<file path="config.mk">
export PLATFORM = sky130hd
export DESIGN_NAME = asu_addr_unit
export DESIGN_NICKNAME = d
export VERILOG_FILES = /design/src/rtl/asu_pkg.sv /design/src/rtl/asu_ripple_add.sv /design/src/rtl/asu_operand_sel.sv /design/src/rtl/asu_flag_gen.sv /design/src/rtl/asu_addr_unit.sv
export SDC_FILE = /design/constraint.sdc
export NUM_CORES = 1
export LEC_CHECK = 0
export ABC_AREA = 1
export BUFFER_PORTS_ARGS = -buffer_cell sky130_fd_sc_hd__buf_2
export CORE_MARGIN = 2
export CORE_UTILIZATION = 45
export DETAILED_ROUTE_END_ITERATION = 6
export GPL_TIMING_DRIVEN = 0
export MAX_ROUTING_LAYER = met4
export PLACE_DENSITY = 0.94
export SETUP_SLACK_MARGIN = 0.05
export SYNTH_ARGS = -nofsm -noshare
export SYNTH_HDL_FRONTEND = slang
export SYNTH_SLANG_ARGS = --single-unit
</file>
<file path="constraint.sdc">
create_clock -name vclk -period 8.1
set_clock_uncertainty 0.2 [all_clocks]
set_input_delay 0 -clock vclk [all_inputs]
set_output_delay 0 -clock vclk [all_outputs]
set_load 0.05 [all_outputs]
</file>
<file path="src/rtl/asu_pkg.sv">
package asu_pkg;

  typedef enum logic [3:0] {
    OP_ADD_PTR     = 4'd0,
    OP_SP_OFS      = 4'd1,
    OP_SP_OFS_PTR  = 4'd2,
    OP_STEP_UP     = 4'd3,
    OP_STEP_DN     = 4'd4,
    OP_PTR_POSTINC = 4'd5,
    OP_PTR_POSTDEC = 4'd6,
    OP_PAGE_IMM    = 4'd7,
    OP_PAGE_REG    = 4'd8,
    OP_BRANCH      = 4'd9
  } asu_op_e;

  typedef struct packed {
    logic z;
    logic n;
    logic h;
    logic c;
  } asu_flags_t;

endpackage

</file>
<file path="src/rtl/asu_ripple_add.sv">
// Ripple-carry adder that exposes the carry out of four chosen bit positions.
module asu_ripple_add #(
  parameter int W     = 16,
  parameter int OFS_W = 8
) (
  input  logic [W-1:0] a_i,
  input  logic [W-1:0] b_i,
  output logic [W-1:0] sum_o,
  output logic [3:0]   tap_o
);
  localparam int NH = OFS_W / 2 - 1;
  localparam int NC = OFS_W - 1;
  localparam int WH = W - 5;
  localparam int WC = W - 1;

  logic [W:0] cy;
  assign cy[0] = 1'b0;

  for (genvar i = 0; i < W; i++) begin : g_bit
    assign sum_o[i] = a_i[i] ^ b_i[i] ^ cy[i];
    assign cy[i+1]  = (a_i[i] & b_i[i]) | (cy[i] & (a_i[i] ^ b_i[i]));
  end

  assign tap_o = {cy[WC+1], cy[WH+1], cy[NC+1], cy[NH+1]};
endmodule

</file>
<file path="src/rtl/asu_operand_sel.sv">
// Picks the two adder operands for the selected operation.
module asu_operand_sel import asu_pkg::*; #(
  parameter int W      = 16,
  parameter int OFS_W  = 8,
  parameter int BR_LEN = 2
) (
  input  logic [3:0]       op_i,
  input  logic [W-1:0]     ptr_i,
  input  logic [W-1:0]     sp_i,
  input  logic [W-1:0]     pc_i,
  input  logic [W-1:0]     opnd_i,
  input  logic [OFS_W-1:0] imm_i,
  output logic [W-1:0]     a_o,
  output logic [W-1:0]     b_o
);
  localparam logic [W-1:0] ONE  = W'(1);
  localparam logic [W-1:0] MONE = '1;
  localparam logic [W-1:0] SKIP = W'(BR_LEN);

  logic [W-1:0] ofs_sx;
  logic [W-1:0] pc_next;

  assign ofs_sx  = {{(W-OFS_W){imm_i[OFS_W-1]}}, imm_i};
  assign pc_next = pc_i + SKIP;

  always_comb begin
    a_o = '0;
    b_o = '0;
    unique case (asu_op_e'(op_i))
      OP_ADD_PTR:     begin a_o = ptr_i;   b_o = opnd_i; end
      OP_SP_OFS,
      OP_SP_OFS_PTR:  begin a_o = sp_i;    b_o = ofs_sx; end
      OP_STEP_UP:     begin a_o = opnd_i;  b_o = ONE;    end
      OP_STEP_DN:     begin a_o = opnd_i;  b_o = MONE;   end
      OP_PTR_POSTINC: begin a_o = ptr_i;   b_o = ONE;    end
      OP_PTR_POSTDEC: begin a_o = ptr_i;   b_o = MONE;   end
      OP_BRANCH:      begin a_o = pc_next; b_o = ofs_sx; end
      default:        begin a_o = '0;      b_o = '0;     end
    endcase
  end
endmodule

</file>
<file path="src/rtl/asu_flag_gen.sv">
// Forms the outgoing flags from the adder carry taps.
module asu_flag_gen import asu_pkg::*; (
  input  logic [3:0] op_i,
  input  logic [3:0] tap_i,
  input  logic [3:0] flags_i,
  output logic [3:0] flags_o
);
  asu_flags_t fin;
  asu_flags_t fout;

  assign fin = asu_flags_t'(flags_i);

  always_comb begin
    fout = fin;
    unique case (asu_op_e'(op_i))
      OP_ADD_PTR: begin
        fout.z = fin.z;
        fout.n = 1'b0;
        fout.h = tap_i[2];
        fout.c = tap_i[3];
      end
      OP_SP_OFS, OP_SP_OFS_PTR: begin
        fout.z = 1'b0;
        fout.n = 1'b0;
        fout.h = tap_i[0];
        fout.c = tap_i[1];
      end
      default: fout = fin;
    endcase
  end

  assign flags_o = fout;
endmodule

</file>
<file path="src/rtl/asu_addr_unit.sv">
module asu_addr_unit import asu_pkg::*; #(
  parameter int W      = 16,
  parameter int OFS_W  = 8,
  parameter int BR_LEN = 2,
  parameter logic [W-1:0] PAGE_BASE = {{(W-OFS_W){1'b1}}, {OFS_W{1'b0}}}
) (
  input  logic [3:0]       op_i,
  input  logic [W-1:0]     ptr_i,
  input  logic [W-1:0]     sp_i,
  input  logic [W-1:0]     pc_i,
  input  logic [W-1:0]     opnd_i,
  input  logic [OFS_W-1:0] imm_i,
  input  logic [OFS_W-1:0] reg_c_i,
  input  logic [3:0]       flags_i,
  output logic [W-1:0]     res_o,
  output logic [W-1:0]     addr_o,
  output logic [3:0]       flags_o
);
  logic [W-1:0] add_a;
  logic [W-1:0] add_b;
  logic [W-1:0] add_sum;
  logic [3:0]   taps;

  asu_operand_sel #(.W(W), .OFS_W(OFS_W), .BR_LEN(BR_LEN)) u_sel (
    .op_i   (op_i),
    .ptr_i  (ptr_i),
    .sp_i   (sp_i),
    .pc_i   (pc_i),
    .opnd_i (opnd_i),
    .imm_i  (imm_i),
    .a_o    (add_a),
    .b_o    (add_b)
  );

  asu_ripple_add #(.W(W), .OFS_W(OFS_W)) u_add (
    .a_i   (add_a),
    .b_i   (add_b),
    .sum_o (add_sum),
    .tap_o (taps)
  );

  asu_flag_gen u_flg (
    .op_i    (op_i),
    .tap_i   (taps),
    .flags_i (flags_i),
    .flags_o (flags_o)
  );

  // Fixed-page offset is OR-ed in: PAGE_BASE low byte is zero.
  always_comb begin
    unique case (asu_op_e'(op_i))
      OP_PAGE_IMM: res_o = PAGE_BASE | {{(W-OFS_W){1'b0}}, imm_i};
      OP_PAGE_REG: res_o = PAGE_BASE | {{(W-OFS_W){1'b0}}, reg_c_i};
      OP_ADD_PTR, OP_SP_OFS, OP_SP_OFS_PTR, OP_STEP_UP, OP_STEP_DN,
      OP_PTR_POSTINC, OP_PTR_POSTDEC, OP_BRANCH: res_o = add_sum;
      default:     res_o = '0;
    endcase
  end

  assign addr_o = (op_i == OP_PTR_POSTINC || op_i == OP_PTR_POSTDEC) ? ptr_i : res_o;
endmodule

</file>
==> metrics.md, run 1 <==
| Metric | Value |
|---|---|
| CLK BUF | 0 |
| Max incr delay on CP | around 0.44 ns |
| Area share of the largest cell type after synthesis | 0.327 |
| Antenna viol nets, final | 0 |
| Worst slew margin | 0.678 |
| Crit-path max FO | 10 |
| Placed Cells incl. Taps | approximately 550 |
| RSZ-0062 raised after global routing | no |
| Diode count | 0 |
| Kind of critical path | in -> out |
| Die Width | just under 70 microns |
| FFs & Latches | 0 |
| Core Footprint | a little over 4000 sq um |
| Post-Syn Instances | approximately 370 |
| Reg area | 0 sq um |
| Gr usage total | 0.304 |
| CP endpoint kind | primary output |
| Warnings, synthesis | 0 |
| Final TNS setup | 0 ns |
| Final setup vio count | 0 |
| Fin. Hold Viols | 0 |
| Pin count of the biggest net entering global routing | 11 |
| Synthesized area per cell | between 5 and 6 sq um |
| I/O pin total | 124 |
| Design area | 2620 sq um |
| Post-route DRC | 0 |
| Pwr per Cell Area | ~110 nW/um^2 |
| Final nets | approximately 610 |
| Routability cong. | roughly 1 |
| Leakage Power | 0.00149 uW |
| Place WS | roughly 0.2 ns |
| Vias per cell | between 5 and 6 |
| Hold Path Class | in -> out |
| Final cell count without fillers | between 500 and 600 |
| DP Wirelength | ~6 mm |
| Drt pass-1 iters | 5 |
| Antenna violations before repair | 0 |
| Maximum Capacitance Violations | 0 |
| WP data required | about 7.9 ns |
| Logic gate share of total power | 1.000 |
| PortBufs | approximately 120 |
| First-pass GRT wire length | 10.8 mm |
| Initial Util | 0.470 |
| # rows | 23 |
| Final period util | 0.970 |
| WL per Instance | 13.2 microns |
| Max Freq | ~130 MHz |
| Height of the die | around 69 microns |
| CP bufs+invs | 4 |
| Internal Power | 75.4 uW |
| Peak supply drop | around 36 uV |
| Share of cells above drive strength 1 | 0.315 |
| Slowest CP cell | fa_1 |
| Outcome | finished, final reports clean |
| Area contributors post-synth | nand2_1, fa_1, nor2_1 |
| Max-slew violations | 0 |
| Placed Area | about 2600 sq um |
| Most used cell, CP | fa_1 |
| Clock Power Share | 0 |
| Initial DRC count | around 360 |
| Sw Pwr | between 200 and 250 uW |
| Final WS setup | approximately 0.24 ns |
| Most frequent cells after synthesis | nand2_1, nor2_1, inv_1 |
| Grt ovf | 0 |
| Worst path top cell family by delay | adder cells |
| Synth Cell Area | 1890 sq um |
| Pwr Total | approximately 280 uW |
| Cell with the most instances after synthesis | nand2_1 |
| Vias in the first global route | 2534 |
| Worst-Margin Slew | roughly 0.48 ns |
| Crit path time final | 7.86 ns |
| Syn nets | between 400 and 500 |
| Drt total wl | between 7 and 8 mm |
| Cts hold-fix bufs | 0 |
| Power share of the sequential group | 0 |
| Synth unique cells | 24 |
| Register area share after synthesis | 0 |
| DR vias | roughly 3000 |
| Largest area contributor in the netlist | nand2_1 |
| Die area | roughly 4700 sq um |
| CP Data Arrival Time | around 7.7 ns |
| Sw Share | 0.729 |
| Startpoint types | input pin |
| Synth-to-Final Area Change | 38.4% |
-- through the flow --
step            util  hold WS (ns)
3_5_place_dp   0.639         0.166
6_report       0.651         0.167
3_3_place_gp   0.639         0.161
4_1_cts        0.639         0.165
5_1_grt        0.651         0.196
2_1_floorplan      -        0.0152
-- power groups by stage --
stage	clock network, uW	registers [uW]	logic, uW
floorplan	0	0	197
global placement	0	0	267
detailed placement	0	0	273
CTS	0	0	274
global route	0	0	301
finish	0	0	278
-- layout by cell type (no fill, tap or decap), types with 2 or more instances in the layout --
master and instances:
nand3b_1 5, nand4_1 6, buf_2 124, nor2_1 54, o221ai_1 2, nor2_2 4
ha_1 2, a21oi_1 5, nand3_1 31, fa_1 15, nor2_4 2, clkbuf_4 4
or2_2 3, a21boi_0 3, nand2_1 164, o21ai_0 20, inv_1 34, buf_4 7
nand2_2 5, nor3_4 2, inv_2 3, o21ai_2 2
-- what timing repair did --
item,in CTS,in global routing
resized for setup,0,7
buffers inserted,0,4
setup endpoints to repair,0,3
-- per-layer routing --
layer | vias to the layer above | routed length (microns) | share of wire | global-route usage
li1 | 1430 | - | - | -
met4 | 0 | 255 | 0.035 | 0.0956
met3 | 35 | 871 | 0.12 | 0.0130
met2 | 212 | 3450 | 0.47 | 0.513
met5 | - | 0 | 0 | -
met1 | 1276 | 2710 | 0.37 | 0.394
-- logic make-up (layout without fill, tap and decap cells) --
family / Yosys count / count (layout) / share of synthesized area
fa+ha+maj: 17 / 17 / 0.172
compound gates: 34 / 34 / 0.106
buf+inv: 46 / 173 / 0.100
simple gates: 277 / 277 / 0.622
-- worst paths after layout --
kind | startpoint | end | depth (start not counted)
max | op_i[3] | addr_o[15] | 28
min | flags_i[3] | flags_o[3] | 4
-- area by class of cell --
class	count	area, sq um
Timing Repair Buffer	127	648
Buffer	9	58.8
Tap cell	50	62.6
Fill cell	397	1410
Multi-Input combinational cell	328	1710
Inverter	37	139
Note: power is estimated with default switching activity, not from simulation.
==> run 2, diff against run 1 <==
--- a/config.mk
+++ b/config.mk
@@ -5,15 +5,16 @@
 export SDC_FILE = /design/constraint.sdc
 export NUM_CORES = 1
 export LEC_CHECK = 0
-export ABC_AREA = 1
 export BUFFER_PORTS_ARGS = -buffer_cell sky130_fd_sc_hd__buf_2
 export CORE_MARGIN = 2
-export CORE_UTILIZATION = 45
+export CORE_UTILIZATION = 46
 export DETAILED_ROUTE_END_ITERATION = 6
 export GPL_TIMING_DRIVEN = 0
 export MAX_ROUTING_LAYER = met4
 export PLACE_DENSITY = 0.94
+export RECOVER_POWER = 25
 export SETUP_SLACK_MARGIN = 0.05
+export SLEW_MARGIN = 10
 export SYNTH_ARGS = -nofsm -noshare
 export SYNTH_HDL_FRONTEND = slang
 export SYNTH_SLANG_ARGS = --single-unit
==> metrics.md, run 2 <==
| Metric | Value |
|---|---|
| Outcome | finished, final reports clean |
| Most used cell, CP | fa_1 |
| # rows | 24 |
| Vias in the first global route | roughly 2800 |
| Place WS | -0.265 ns |
| Die area | just under 5000 sq um |
| Hold Path Class | in -> out |
| Share of cells above drive strength 1 | 0.402 |
| CP Data Arrival Time | 7.64 ns |
| Max Freq | approximately 130 MHz |
| Crit path time final | between 7 and 8 ns |
| Final core occ | 0.635 |
| Vias per cell | approximately 6.4 |
| I/O pin total | about 120 |
| CLK BUF | 0 |
| Initial Util | 0.469 |
| Design area | 2730 sq um |
| Register area share after synthesis | 0 |
| Final period util | 0.968 |
| Gr usage total | 0.334 |
| Worst path top cell family by delay | adder cells |
| Cts hold-fix bufs | 0 |
| Startpoint types | input pin |
| Worst-Margin Slew | between 0.8 and 0.9 ns |
| Grt ovf | 0 |
| Final setup vio count | 0 |
| Worst slew margin | 0.452 |
| Max-slew violations | 0 |
| RSZ-0062 raised after global routing | no |
| Synth-to-Final Area Change | 35.5% |
| FFs & Latches | 0 |
| Routability cong. | about 0.93 |
| Reg area | 0 sq um |
| CP endpoint kind | primary output |
| Antenna viol nets, final | 0 |
| Pwr per Cell Area | between 100 and 150 nW/um^2 |
| Placed Area | around 2700 sq um |
| Pin count of the biggest net entering global routing | 11 |
| Largest area contributor in the netlist | fa_1 |
| Most frequent cells in the layout | buf_2, a21oi_1, o21ai_0, nand2_1, a222oi_1 |
| CP bufs+invs | 5 |
| Antenna violations before repair | 0 |
| Initial DRC count | ~350 |
| Drt total wl | roughly 8.2 mm |
| Area contributors post-synth | fa_1, a21oi_1, a222oi_1 |
| Core Footprint | 4290 sq um |
| WL per Instance | approximately 18 microns |
| Most frequent cells after synthesis | a21oi_1, o21ai_0, nand2_1 |
| Slowest CP cell | fa_2 |
| Height of the die | 70.1 microns |
| DR vias | ~2900 |
| Hold Slack | 0.210 ns |
| Leakage Power | between 0.001 and 0.0015 uW |
| Peak supply drop | approximately 74 uV |
| Maximum Capacitance Violations | 0 |
| Crit-path max FO | 10 |
| WP data required | 7.90 ns |
| Syn nets | 377 |
| Post-Syn Instances | roughly 270 |
| Diode count | 0 |
| Area share of the largest cell type after synthesis | 0.149 |
| Synthesized area per cell | 7.40 sq um |
| Final nets | 503 |
| Die Width | between 70 and 80 microns |
| DP Wirelength | approximately 6.5 mm |
| Kind of critical path | in -> out |
| Synth unique cells | between 50 and 60 |
| Fin. Hold Viols | 0 |
| First-pass GRT wire length | approximately 13 mm |
| Final WS setup | 0.259 ns |
| Max incr delay on CP | 0.47 ns |
| PortBufs | about 120 |
| Synth Cell Area | between 2000 and 2500 sq um |
| Drt pass-1 iters | 7 |
| Post-route DRC | 0 |
| Warnings, synthesis | 0 |
| Cell with the most instances after synthesis | a21oi_1 |
| Commonest non-fill, non-tap cell in the layout | buf_2 |
-- run 2: changes by cell type after synthesis, moves of 7 or more --
cell	delta
a22oi_1	+10
inv_1	-23
nand3_1	-24
nor2_1	-43
a21boi_1	+11
nand2_1	-143
mux2_2	+8
o21ai_1	+7
xor2_1	+8
a222oi_1	+14
a21oi_1	+31
-- run 2: what timing repair did --
item	CTS	global route
endpoints found under the hold margin	0	0
setup endpoints to repair	3	3
resized for setup	7	5
buffers inserted	3	0
pin swaps	1	0
-- run 2: cell families after synthesis --
kind of cell	count (synthesis)	share of synthesized area
muxes	11	0.0659
AOI/OAI and AO/OA	130	0.435
and+or+nand+nor	68	0.185
buffers and inverters	32	0.0877
adders and majority gates	17	0.162
xor gates and xnor gates	14	0.0647
-- run 2: path summary, 6_finish.rpt --
path	start	endpoint	slack (ns)	cells past startpoint
hold / removal	flags_i[3]	flags_o[3]	0.21	3
setup / recovery	op_i[2]	addr_o[15]	0.26	28
-- run 2: per-layer routing --
layer,vias up,track usage,routed length [microns]
met5,-,-,0
met4,0,0.0855,212
met3,30,0.0462,1020
met2,240,0.590,3990
met1,1297,0.400,2960
li1,1297,-,-
-- run 2: cell type report --
type,instances,area (sq um)
plain buffers,21,141
fillers,420,1570
inverters,11,41.3
multi-input cells,240,1860
well taps,52,65.1
repair buffers,124,621
-- run 2: per-stage QoR --
step                total power [uW]  TNS (ns)  std cells
floorplan                        220         0        272
global placement                 298    -0.168        445
detailed placement               303    -0.417        445
CTS                              307         0        448
global route                     330         0        448
finish                           310         0        448
-- run 2: power by group --
| group | leakage (uW) | switching [uW] | internal, uW |
|---|---|---|---|
| Combinational | 0.00123 | 212 | 98.4 |
| Clock | 0 | 0 | 0 |
| Sequential | 0 | 0 | 0 |
==> run 3, diff against run 2 <==
--- a/config.mk
+++ b/config.mk
@@ -6,12 +6,13 @@
 export NUM_CORES = 1
 export LEC_CHECK = 0
 export BUFFER_PORTS_ARGS = -buffer_cell sky130_fd_sc_hd__buf_2
+export CORE_ASPECT_RATIO = 2
 export CORE_MARGIN = 2
 export CORE_UTILIZATION = 46
 export DETAILED_ROUTE_END_ITERATION = 6
 export GPL_TIMING_DRIVEN = 0
 export MAX_ROUTING_LAYER = met4
-export PLACE_DENSITY = 0.94
+export PLACE_DENSITY = 0.95
 export RECOVER_POWER = 25
 export SETUP_SLACK_MARGIN = 0.05
 export SLEW_MARGIN = 10
==> metrics.md, run 3 (synthesis results as in run 2) <==
| Metric | Value |
|---|---|
| RSZ-0062 raised after global routing | no |
| Leakage Power | 0.00125 uW |
| CP endpoint kind | primary output |
| Initial Util | 0.468 |
| Most frequent cells in the layout | buf_2, a21oi_1, o21ai_0, nand2_1, a222oi_1 |
| Final nets | between 500 and 600 |
| DR vias | just under 3000 |
| Max-slew violations | 0 |
| FFs & Latches | 0 |
| Crit path time final | a little under 8 ns |
| CP Data Arrival Time | 7.63 ns |
| Outcome | finished, final reports clean |
| Max incr delay on CP | 0.59 ns |
| Pwr per Cell Area | 114 nW/um^2 |
| Peak supply drop | 104 uV |
| Hold Path Class | in -> out |
| Gr usage total | 0.327 |
| Worst path top cell family by delay | adder cells |
| Pin count of the biggest net entering global routing | 11 |
| Startpoint types | input pin |
| Antenna violations before repair | 0 |
| WP data required | about 8 ns |
| Kind of critical path | in -> out |
| CP Depth | 27 |
| Vias per cell | approximately 6.4 |
| Placed Cells incl. Taps | between 400 and 500 |
| Drt pass-1 iters | 6 |
| Drt total wl | slightly above 8 mm |
| Cts hold-fix bufs | 0 |
| Antenna viol nets, final | 0 |
| Crit-path max FO | 10 |
| Worst setup path endpoint | addr_o[15] |
| Grt ovf | 0 |
| Worst-Margin Slew | roughly 0.73 ns |
| Vias in the first global route | around 2700 |
| Most used cell, CP | fa_1 |
| Routability cong. | 0.963 |
| PortBufs | between 100 and 150 |
| CLK BUF | 0 |
| Diode count | 0 |
| CP bufs+invs | 4 |
| Final setup vio count | 0 |
| Height of the die | about 100 microns |
| Critical Path Source | op_i[2] |
| Core Footprint | 4300 sq um |
| Final TNS setup | 0 ns |
| Fin. Hold Viols | 0 |
| Slowest CP cell | fa_2 |
| I/O pin total | approximately 120 |
| First-pass GRT wire length | about 12 mm |
| Maximum Capacitance Violations | 0 |
| Die Width | slightly above 50 microns |
| Die area | a little under 5000 sq um |
| Commonest non-fill, non-tap cell in the layout | buf_2 |
| Reg area | 0 sq um |
| Final cell count without fillers | 453 |
| Initial DRC count | around 200 |
| DP Wirelength | 6.63 mm |
| Synth-to-Final Area Change | 37.1% |
| Post-route DRC | 0 |
| Max Freq | 128 MHz |
| Final period util | 0.967 |
| # rows | 34 |
| Filler instances | roughly 440 |
| WL per Instance | about 18 microns |
| Worst slew margin | 0.514 |
| Share of cells above drive strength 1 | 0.406 |
-- run 3: worst min-delay path by stage --
| stage | from | end | slack (ns) | depth (start not counted) |
|---|---|---|---|---|
| final | flags_i[3] | flags_o[3] | 0.20 | 3 |
| after detailed placement | flags_i[2] | flags_o[2] | 0.20 | 3 |
| after floorplan | flags_i[3] | flags_o[3] | 0.07 | 1 |
| after global placement | flags_i[2] | flags_o[2] | 0.20 | 3 |
| after global routing | flags_i[3] | flags_o[3] | 0.22 | 3 |
| after CTS | flags_i[3] | flags_o[3] | 0.20 | 3 |
-- run 3: per-layer routing --
layer | part of all wire | vias up | wire (microns) | GRT usage
met2 | 0.52 | 221 | 4290 | 0.583
met5 | 0 | - | 0 | -
li1 | - | 1304 | - | -
met1 | 0.32 | 1311 | 2630 | 0.323
met3 | 0.091 | 52 | 746 | 0.0323
met4 | 0.068 | 0 | 558 | 0.210
-- run 3: per-stage QoR --
step / area [sq um] / util / total power [uW] / setup WS, ns / hold slack (ns)
6_report: 2760 / 0.642 / 313 / 0.269 / 0.203
5_1_grt: 2760 / 0.642 / 331 / 0.106 / 0.217
3_3_place_gp: 2690 / 0.625 / 298 / -0.0911 / 0.203
2_1_floorplan: 2010 / - / 220 / 0.190 / 0.0727
3_5_place_dp: 2690 / 0.625 / 303 / -0.168 / 0.204
4_1_cts: 2700 / 0.629 / 305 / 0.0635 / 0.204
-- run 3: what timing repair did --
item                                    4_1_cts  5_1_grt
buffers inserted                              1        5
resized for setup                             4       13
pin swaps                                     1        2
hold endpoints to repair                      0        0
endpoints found under the setup margin        3        3
-- run 3: power breakdown --
| part | switching [uW] | total, uW | internal [uW] |
|---|---|---|---|
| Sequential | 0 | 0 | 0 |
| Clock | 0 | 0 | 0 |
| Combinational | 214 | 313 | 99.4 |
| Total | 214 | 313 | 99.4 |
-- run 3: final cells by class --
type | count | area [sq um] | share of cell area
repair buffers | 127 | 643 | 0.233
well taps | 54 | 67.6 | 0.0245
inverters | 11 | 41.3 | 0.0150
multi-input cells | 240 | 1860 | 0.674
plain buffers | 21 | 148 | 0.0535
-- run 3: worst min-delay path: cells and delay by family --
kind / cells / cell delay, ns
buf+inv: 2 / 0.29
simple gates: 1 / 0.11
